--- src/rtl/hostlink_pkg.sv ---
package hostlink_pkg;

   localparam int unsigned HL_PAY_W  = 48;
   localparam int unsigned HL_CHAR_W = 8;
   localparam int unsigned HL_CODE_W = HL_PAY_W - 1;
   localparam int unsigned HL_TAG_W  = 16;

   localparam logic [7:0] HL_DEV_EXIT  = 8'h00;
   localparam logic [7:0] HL_DEV_CONS  = 8'h01;
   localparam logic [7:0] HL_CMD_EXIT  = 8'h00;
   localparam logic [7:0] HL_CMD_READ  = 8'h00;
   localparam logic [7:0] HL_CMD_WRITE = 8'h01;

   typedef struct packed {
      logic [7:0]          dev;
      logic [7:0]          cmd;
      logic [HL_PAY_W-1:0] payload;
   } hl_cmd_t;

   typedef enum logic [1:0] {
      HL_ACT_NONE,
      HL_ACT_EXIT,
      HL_ACT_PUTC,
      HL_ACT_READ
   } hl_act_e;

endpackage

--- src/rtl/hostlink_cmd_decode.sv ---
module hostlink_cmd_decode
   import hostlink_pkg::*;
(
   input  logic [7:0]           dev_i,
   input  logic [7:0]           cmd_i,
   input  logic [HL_CHAR_W-1:0] chr_i,
   output hl_act_e              act_o,
   output logic [HL_PAY_W-1:0]  resp_o
);

   always_comb begin
      act_o  = HL_ACT_NONE;
      resp_o = '0;
      if (dev_i == HL_DEV_EXIT) begin
         if (cmd_i == HL_CMD_EXIT && chr_i[0]) begin
            act_o = HL_ACT_EXIT;
         end
      end else if (dev_i == HL_DEV_CONS) begin
         if (cmd_i == HL_CMD_WRITE) begin
            act_o  = HL_ACT_PUTC;
            resp_o = {{(HL_PAY_W-HL_CHAR_W-1){1'b0}}, 1'b1, chr_i};
         end else if (cmd_i == HL_CMD_READ) begin
            act_o = HL_ACT_READ;
         end
      end
   end

endmodule

--- src/rtl/hostlink_bus_decode.sv ---
module hostlink_bus_decode #(
   parameter int unsigned BUS_W    = 32,
   parameter int unsigned ADDR_W   = 4,
   parameter int unsigned TO_OFS   = 0,
   parameter int unsigned FROM_OFS = 8
) (
   input  logic                 bus_sel,
   input  logic                 bus_we,
   input  logic [ADDR_W-1:0]    bus_addr,
   input  logic [2*BUS_W-1:0]   tohost_i,
   input  logic [2*BUS_W-1:0]   fromhost_i,
   output logic [3:0]           wr_o,
   output logic [BUS_W-1:0]     rdata_o
);

   localparam int unsigned NSLOT  = 4;
   localparam int unsigned WBYTES = BUS_W / 8;

   logic [NSLOT-1:0]            hit;
   logic [NSLOT-1:0][BUS_W-1:0] slot_data;

   assign slot_data[0] = tohost_i[BUS_W-1:0];
   assign slot_data[1] = tohost_i[2*BUS_W-1:BUS_W];
   assign slot_data[2] = fromhost_i[BUS_W-1:0];
   assign slot_data[3] = fromhost_i[2*BUS_W-1:BUS_W];

   for (genvar s = 0; s < NSLOT; s++) begin : g_slot
      localparam int unsigned BASE = (s < 2) ? TO_OFS : FROM_OFS;
      localparam int unsigned OFS  = BASE + (s % 2) * WBYTES;
      assign hit[s] = (bus_addr == ADDR_W'(OFS));
   end

   always_comb begin
      rdata_o = '0;
      for (int s = 0; s < NSLOT; s++) begin
         if (hit[s]) rdata_o = rdata_o | slot_data[s];
      end
   end

   assign wr_o = {NSLOT{bus_sel & bus_we}} & hit;

endmodule

--- src/rtl/hostlink_mailbox.sv ---
module hostlink_mailbox
   import hostlink_pkg::*;
#(
   parameter int unsigned BUS_W    = 32,
   parameter int unsigned ADDR_W   = 4,
   parameter int unsigned TO_OFS   = 0,
   parameter int unsigned FROM_OFS = 8
) (
   input  logic                 clk,
   input  logic                 rst_n,
   input  logic                 bus_sel,
   input  logic                 bus_we,
   input  logic [ADDR_W-1:0]    bus_addr,
   input  logic [BUS_W-1:0]     bus_wdata,
   output logic [BUS_W-1:0]     bus_rdata,
   output logic                 tx_valid,
   output logic [HL_CHAR_W-1:0] tx_data,
   input  logic                 rx_valid,
   input  logic [HL_CHAR_W-1:0] rx_data,
   output logic                 exit_valid,
   output logic [HL_CODE_W-1:0] exit_code
);

   localparam int unsigned WORD_W = 2 * BUS_W;

   // elaboration-time parameter checks
   if (BUS_W != 32) begin : g_bad_bus
      $error("hostlink_mailbox: BUS_W must be 32");
   end
   if ((TO_OFS % 8) != 0 || (FROM_OFS % 8) != 0) begin : g_bad_align
      $error("hostlink_mailbox: register offsets must be 8-byte aligned");
   end
   if (TO_OFS == FROM_OFS) begin : g_bad_overlap
      $error("hostlink_mailbox: register offsets must differ");
   end
   if (TO_OFS + 8 > (1 << ADDR_W) || FROM_OFS + 8 > (1 << ADDR_W)) begin : g_bad_span
      $error("hostlink_mailbox: ADDR_W too small for the offsets");
   end

   logic [WORD_W-1:0]   tohost_q;
   logic [WORD_W-1:0]   fromhost_q;
   logic [HL_TAG_W-1:0] pend_q;
   logic                accept_q;
   logic [3:0]          wr;
   hl_cmd_t             cmd_full;
   hl_act_e             act;
   logic [HL_PAY_W-1:0] resp;
   logic                run_cmd;

   hostlink_bus_decode #(
      .BUS_W   (BUS_W),
      .ADDR_W  (ADDR_W),
      .TO_OFS  (TO_OFS),
      .FROM_OFS(FROM_OFS)
   ) u_bus (
      .bus_sel   (bus_sel),
      .bus_we    (bus_we),
      .bus_addr  (bus_addr),
      .tohost_i  (tohost_q),
      .fromhost_i(fromhost_q),
      .wr_o      (wr),
      .rdata_o   (bus_rdata)
   );

   assign cmd_full = hl_cmd_t'(tohost_q | {bus_wdata, {BUS_W{1'b0}}});
   assign run_cmd  = wr[1] & accept_q;

   hostlink_cmd_decode u_dec (
      .dev_i (cmd_full.dev),
      .cmd_i (cmd_full.cmd),
      .chr_i (cmd_full.payload[HL_CHAR_W-1:0]),
      .act_o (act),
      .resp_o(resp)
   );

   always_ff @(posedge clk or negedge rst_n) begin
      if (!rst_n) begin
         tohost_q   <= '0;
         fromhost_q <= '0;
         pend_q     <= '0;
         accept_q   <= 1'b0;
         tx_valid   <= 1'b0;
         tx_data    <= '0;
         exit_valid <= 1'b0;
         exit_code  <= '0;
      end else begin
         tx_valid   <= 1'b0;
         exit_valid <= 1'b0;

         if (wr[0]) begin
            if (tohost_q == '0) begin
               accept_q <= 1'b1;
               tohost_q <= {{BUS_W{1'b0}}, bus_wdata};
            end else begin
               accept_q <= 1'b0;
            end
         end

         if (run_cmd) begin
            tohost_q <= '0;
            if (act == HL_ACT_READ) begin
               pend_q <= {cmd_full.dev, cmd_full.cmd};
            end else begin
               fromhost_q <= {cmd_full.dev, cmd_full.cmd, resp};
            end
            if (act == HL_ACT_PUTC) begin
               tx_valid <= 1'b1;
               tx_data  <= cmd_full.payload[HL_CHAR_W-1:0];
            end
            if (act == HL_ACT_EXIT) begin
               exit_valid <= 1'b1;
               exit_code  <= cmd_full.payload[HL_PAY_W-1:1];
            end
         end else if (wr[2]) begin
            fromhost_q <= {{BUS_W{1'b0}}, bus_wdata};
         end else if (wr[3]) begin
            fromhost_q <= fromhost_q | {bus_wdata, {BUS_W{1'b0}}};
         end else if (rx_valid) begin
            fromhost_q <= {pend_q, {(HL_PAY_W-HL_CHAR_W-1){1'b0}}, 1'b1, rx_data};
         end
      end
   end

endmodule

--- config.mk ---
export PLATFORM = sky130hd
export DESIGN_NAME = hostlink_mailbox
export DESIGN_NICKNAME = d
export VERILOG_FILES = /design/src/rtl/hostlink_pkg.sv /design/src/rtl/hostlink_cmd_decode.sv /design/src/rtl/hostlink_bus_decode.sv /design/src/rtl/hostlink_mailbox.sv
export SDC_FILE = /design/constraint.sdc
export NUM_CORES = 1
export LEC_CHECK = 0
export CAP_MARGIN = 15
export CORE_MARGIN = 5
export CORE_UTILIZATION = 35
export CTS_BUF_LIST = sky130_fd_sc_hd__clkbuf_8
export DETAILED_ROUTE_END_ITERATION = 10
export PLACE_DENSITY = 0.55
export SLEW_MARGIN = 20
export SYNTH_ARGS = -nofsm -noshare
export SYNTH_HDL_FRONTEND = slang
export SYNTH_SLANG_ARGS = --single-unit
--- constraint.sdc ---
create_clock -name clk -period 5.16 [get_ports clk]
set_input_delay 1.032 -clock clk [delete_from_list [all_inputs] [get_ports clk]]
set_output_delay 1.032 -clock clk [all_outputs]
set_load 0.02 [all_outputs]
After elaboration in Yosys (flattened, before gate mapping)

Cells that the tools add are included.

Eq/ne operators: 9
Mux-type cells: 25
Bitwise gates (word level): 8
Reductions and logical operators: 13

Operators with widths:

| kind               | count |
|---|---|
| $mux 64            | 8 |
| $mux 32            | 4 |
| $or 64x64->64      | 2 |
| $mux 48            | 2 |
| $or 32x32->32      | 3 |
| $logic_not 64->1   | 1 |
| $eq 8x1->1 const B | 2 |
| $logic_not 8->1    | 2 |
| $reduce_and 2->1   | 5 |
| $mux 9             | 1 |
| $eq 4x4->1 const B | 2 |
| $mux 2             | 4 |
| $mux 1             | 6 |
| $and 4x4->4        | 1 |
| $eq 2x2->1 const B | 2 |
| $eq 4x3->1 const B | 1 |
| $logic_not 4->1    | 1 |
| $reduce_bool 2->1  | 2 |
| $reduce_bool 4->1  | 1 |
| $and 1x1->1        | 2 |
| $eq 2x1->1 const B | 1 |
| $ne 2x2->1 const B | 1 |
| $logic_and 1x1->1  | 1 |

Flip-flop bits (word level): 202
Input bits: 49
Output and inout port bits: 89
Logic and storage cells: 63

Depth between registers and ports, before layout

Depth in word-level cells: 9
Mapped depth: 7
Depth with buffers taken out: 5

By module

From an unflattened synthesis, not the netlist that was laid out.

Cell total of the unflattened synthesis: 887
Area, all modules: 8921.1 um^2

Modules (own cells, without submodules):

| module              | instances | cells each | area an instance (um^2) | seq. area each (um^2) |
|---|---|---|---|---|
| hostlink_mailbox    | 1         | 709        | 7459.7                  | 4254.1 |
| hostlink_bus_decode | 1         | 120        | 1006.0                  | 0.0 |
| hostlink_cmd_decode | 1         | 58         | 455.4                   | 0.0 |

Worst setup path after synthesis

Ideal clock, no wire load.

Kind: in2out
Start: in bus_addr[2]
End: out bus_rdata[10]
Data arrival time: 1999 ps
Data required time: 4128 ps
Slack: 2129 ps
Stages: 4
Buffers on the path: 1
Cell sequence: nor4b_4 clkbuf_1 a222oi_1 inv_1

Cells in the longest elaborated chain, start to end: 8
Elaborated cells between the ends (all ways): 11
Classes of those cells: eq/ne (3); mux (4); bitwise (3); reduce/logical (1)

Ends and longest elaborated chain:

| what               | RTL line                  | RTL |
|---|---|---|
| start: declaration | hostlink_mailbox.sv:13    | `input logic [ADDR_W-1:0] bus_addr,` |
| $logic_not 4->1    | hostlink_bus_decode.sv:30 | `assign hit[s] = (bus_addr == ADDR_W'(OFS));` |
| $mux 32            | hostlink_bus_decode.sv:36 | `if (hit[s]) rdata_o = rdata_o \| slot_data[s];` |
| $or 32x32->32      | hostlink_bus_decode.sv:36 |  |
| $mux 32            | hostlink_bus_decode.sv:36 |  |
| $or 32x32->32      | hostlink_bus_decode.sv:36 |  |
| $mux 32            | hostlink_bus_decode.sv:36 |  |
| $or 32x32->32      | hostlink_bus_decode.sv:36 |  |
| $mux 32 *          | hostlink_bus_decode.sv:36 |  |
| end: declaration   | hostlink_mailbox.sv:15    | `output logic [BUS_W-1:0] bus_rdata,` |

Mark *: on every way between the ends. The rest lies on a longest branch, timed or not.

Worst setup path after layout

Start: in bus_addr[2]
End: out bus_rdata[4]

The elaborated chain is that of the path after synthesis.

==> results.sh <==
export IMPL_n_antenna_cell=0
export IMPL_vias_per_cell=5.59
export IMPL_p_leak_nw=4.51
export IMPL_yosys_warnings=0
export IMPL_critPathRequiredTime_ps=4130
export IMPL_p_sw_share_pct=27.3
export IMPL_ir_worst_vdd_mv=0.190
export IMPL_cp_start_kind="input port"
export IMPL_max_stage_delay_ps=730
export IMPL_yosysTopAreaCell="dfrtp_1"
export IMPL_fin_setup_tns_ps=0
export IMPL_cp_arrival_ps=3360
export IMPL_layout_common_cells="dfrtp_1 (170), clkdlybuf4s50_1 (136), nor2_1 (63), a22o_1 (63), mux2_2 (49)"
export IMPL_slowest_stage="clkdlybuf4s50_1"
export IMPL_gr_total_overflow=0
export IMPL_die_area_um2=23900
export IMPL_cts_htree_levels=4
export IMPL_grt_max_degree=89
export IMPL_post_place_cells=991
export IMPL_insertion_delay_ps=450
export IMPL_yosysUniqueCellTypes=42
export IMPL_internal_power_mw=2.10
export IMPL_min_from="pend_q[8]$_DFFE_PN0P_"
export IMPL_final_period_utilization_pct=85.1
export IMPL_dpl_hpwl_um=14800
export IMPL_fmaxAchievable_mhz=228
export IMPL_vias=5703
export IMPL_powerDensity_nw_per_um2=308
export IMPL_clock_power_share_pct=34.0
export IMPL_pre_cts_ws_ps=767
export IMPL_slew_headroom_pct=33.6
export IMPL_drc_errors=0
export IMPL_start_util_pct=35.2
export IMPL_grt_pass1_wl_um=35100
export IMPL_antenna_found_initial=0
export IMPL_final_nets=784
export IMPL_async_reset_ff_share_pct=100
export IMPL_finalCriticalPeriod_ps=4390
export IMPL_drive_gt1_share_pct=14.4
export IMPL_cp_depth=7
export IMPL_clock_sinks=170
export IMPL_crit_start="bus_addr[2]"
export IMPL_coreArea_um2=20800
export IMPL_min_to="pend_q[8]$_DFFE_PN0P_"
export IMPL_power_frac_comb_pct=12.6
export IMPL_wl_per_cell_um=21.6
export IMPL_grtUsageTotal_pct=18.6
export IMPL_port_buffers=137
export IMPL_fillers=1943
export IMPL_first_global_vias=5972
export IMPL_cp_max_fo=27
export IMPL_drt_wl_total_um=22000
export IMPL_gp_congestion=0.788
export IMPL_skew_ps=15.9
export IMPL_rr_worst_depth=6
export IMPL_die_w_um=155
export IMPL_cts_reportedPaths_clkPinSlew_ps=90
export IMPL_synth_cells=605
export IMPL_fp_dieH_um=155
export IMPL_clk_path_buf_depth=2
export IMPL_reg2reg_from="accept_q$_DFFE_PN0P_"
export IMPL_synth_edf_count=0
export IMPL_synth_area_top_cells="dfrtp_1 (58%), a22o_1 (7.5%), mux2_2 (7.5%)"
export IMPL_p_switching_uw=787
export IMPL_rrSetupSlack_ps=2830
export IMPL_io_pins=138
export IMPL_drt_pass1_iterations=5
export IMPL_hold_buffers=0
export IMPL_synth_flop_cell="dfrtp_1"
export IMPL_first_iter_violations=507
export IMPL_r2r_end="exit_code[11]$_DFFE_PN0P_"
export IMPL_min_path_type="reg -> reg"
export IMPL_cp_end_kind="primary output"
export IMPL_ys_ff_latch=170
export IMPL_cts_setup_buffers=0
export IMPL_rsz0062_at_grt="no"
export IMPL_timing_worst_slew_pin_value_ps=996
export IMPL_finalWorstSetupSlack_ps=769
export IMPL_final_common_cell="dfrtp_1"
export IMPL_synth_nets=654
export IMPL_num_rows=53
export IMPL_setup_viol=0
export IMPL_synth_top_area_share_pct=58.1
export IMPL_cap_violations=0
export IMPL_cts_tree="done"
export IMPL_path_buf_inv=4
export IMPL_stdcell_count=1020
export IMPL_seqPwrFrac_pct=53.5
export IMPL_cpMostUsedCell="clkdlybuf4s50_1"
export IMPL_cts_inserted_buffers=17
export IMPL_drtAntennaViolNets=0
export IMPL_seq_area_frac_synth_pct=58.1
export IMPL_outcome="finished, final reports clean"
export IMPL_clockRootBuffer="clkbuf_8"
export IMPL_path_delay_family="buffers and inverters"
export IMPL_syn_area_per_cell_um2=12.1
export IMPL_synth_area_um2=7330
export IMPL_path_cells="clkdlybuf4s50_1 > nand2_1 > nor3_2 > buf_4 > a222oi_1 > inv_1 > clkdlybuf4s50_1"
export IMPL_hold_viol_final=0
export IMPL_hold_slack_ps=487
export IMPL_cts_resized_gates=0
export IMPL_slew_viol_final=0
export IMPL_total_power_mw=2.89
export IMPL_syn2layout_area_growth_pct=27.9
export IMPL_path_class="in -> out"
export IMPL_min_path_cells=1
## metrics by stage
step / util [%] / cell area [um^2]
3_3_place_gp: 43.1 / 8970
2_1_floorplan: - / 7330
6_report: 45.0 / 9370
4_1_cts: 45.0 / 9370
5_1_grt: 45.0 / 9370
3_5_place_dp: 43.1 / 8970
## metal layers
metal  up-vias  GRT usage [%]  routed length [um]
li1       2513              -                   -
met1      2965           25.3                9800
met2       203           30.3               10600
met3        22           3.58                1230
met4         0           5.68                 339
met5         -              0                   0
## worst max path at each step
stage	endpoint	slack [ps]
3_3_place_gp	bus_rdata[26]	870
3_5_place_dp	bus_rdata[1]	770
5_1_grt	bus_rdata[16]	670
6_report	bus_rdata[4]	770
4_1_cts	bus_rdata[21]	750
2_1_floorplan	bus_rdata[10]	2130
## power by group through the flow
stage | clock, mW | sequential, mW | combinational, mW
4_1_cts | 1.00 | 1.54 | 0.366
3_5_place_dp | 0 | 1.57 | 0.365
3_3_place_gp | 0 | 1.57 | 0.358
2_1_floorplan | 0 | 1.52 | 0.194
5_1_grt | 1.05 | 1.56 | 0.395
6_report | 0.980 | 1.54 | 0.363
## cells in the mapped netlist, types with 2 or more instances
master	n
nand2_1	15
nor3_2	2
o21ai_1	9
a21o_1	2
nor2_1	63
a21oi_1	27
nor4_1	10
buf_6	6
o21ai_0	2
and3_1	2
nand4_1	2
and2_1	3
clkbuf_1	17
mux2_1	6
nor3_1	5
mux2_2	49
a2bb2oi_1	30
a222oi_1	32
nand3_1	3
inv_1	34
buf_2	19
a22o_1	63
dfrtp_1	170
nor2b_1	16
## registers in the layout, summed over array words and instances, names as in the netlist
| register | count |
|---|---|
| tohost_q | 32 |
| exit_valid | 1 |
| accept_q | 1 |
| pend_q | 16 |
| exit_code | 47 |
| fromhost_q | 64 |
| tx_data | 8 |
| tx_valid | 1 |
## area by class of cell
cell class,instances,area (um^2),share of cell area (%)
Timing Repair Buffer,153,1510,16.1
Multi-Input combinational cell,359,2740,29.2
Inverter,34,128,1.36
Clock inverter,9,125,1.34
Tap cell,275,344,3.67
Sequential cell,170,4250,45.4
Clock buffer,20,275,2.94
## cell families after synthesis
| group | share of synthesized area, % |
|---|---|
| and+or+nand+nor | 9.94 |
| buffers and inverters | 4.83 |
| AOI/OAI and AO/OA | 18.7 |
| DFF | 58.1 |
| muxes | 8.45 |
No activity file was read; power rests on OpenSTA's default activity.
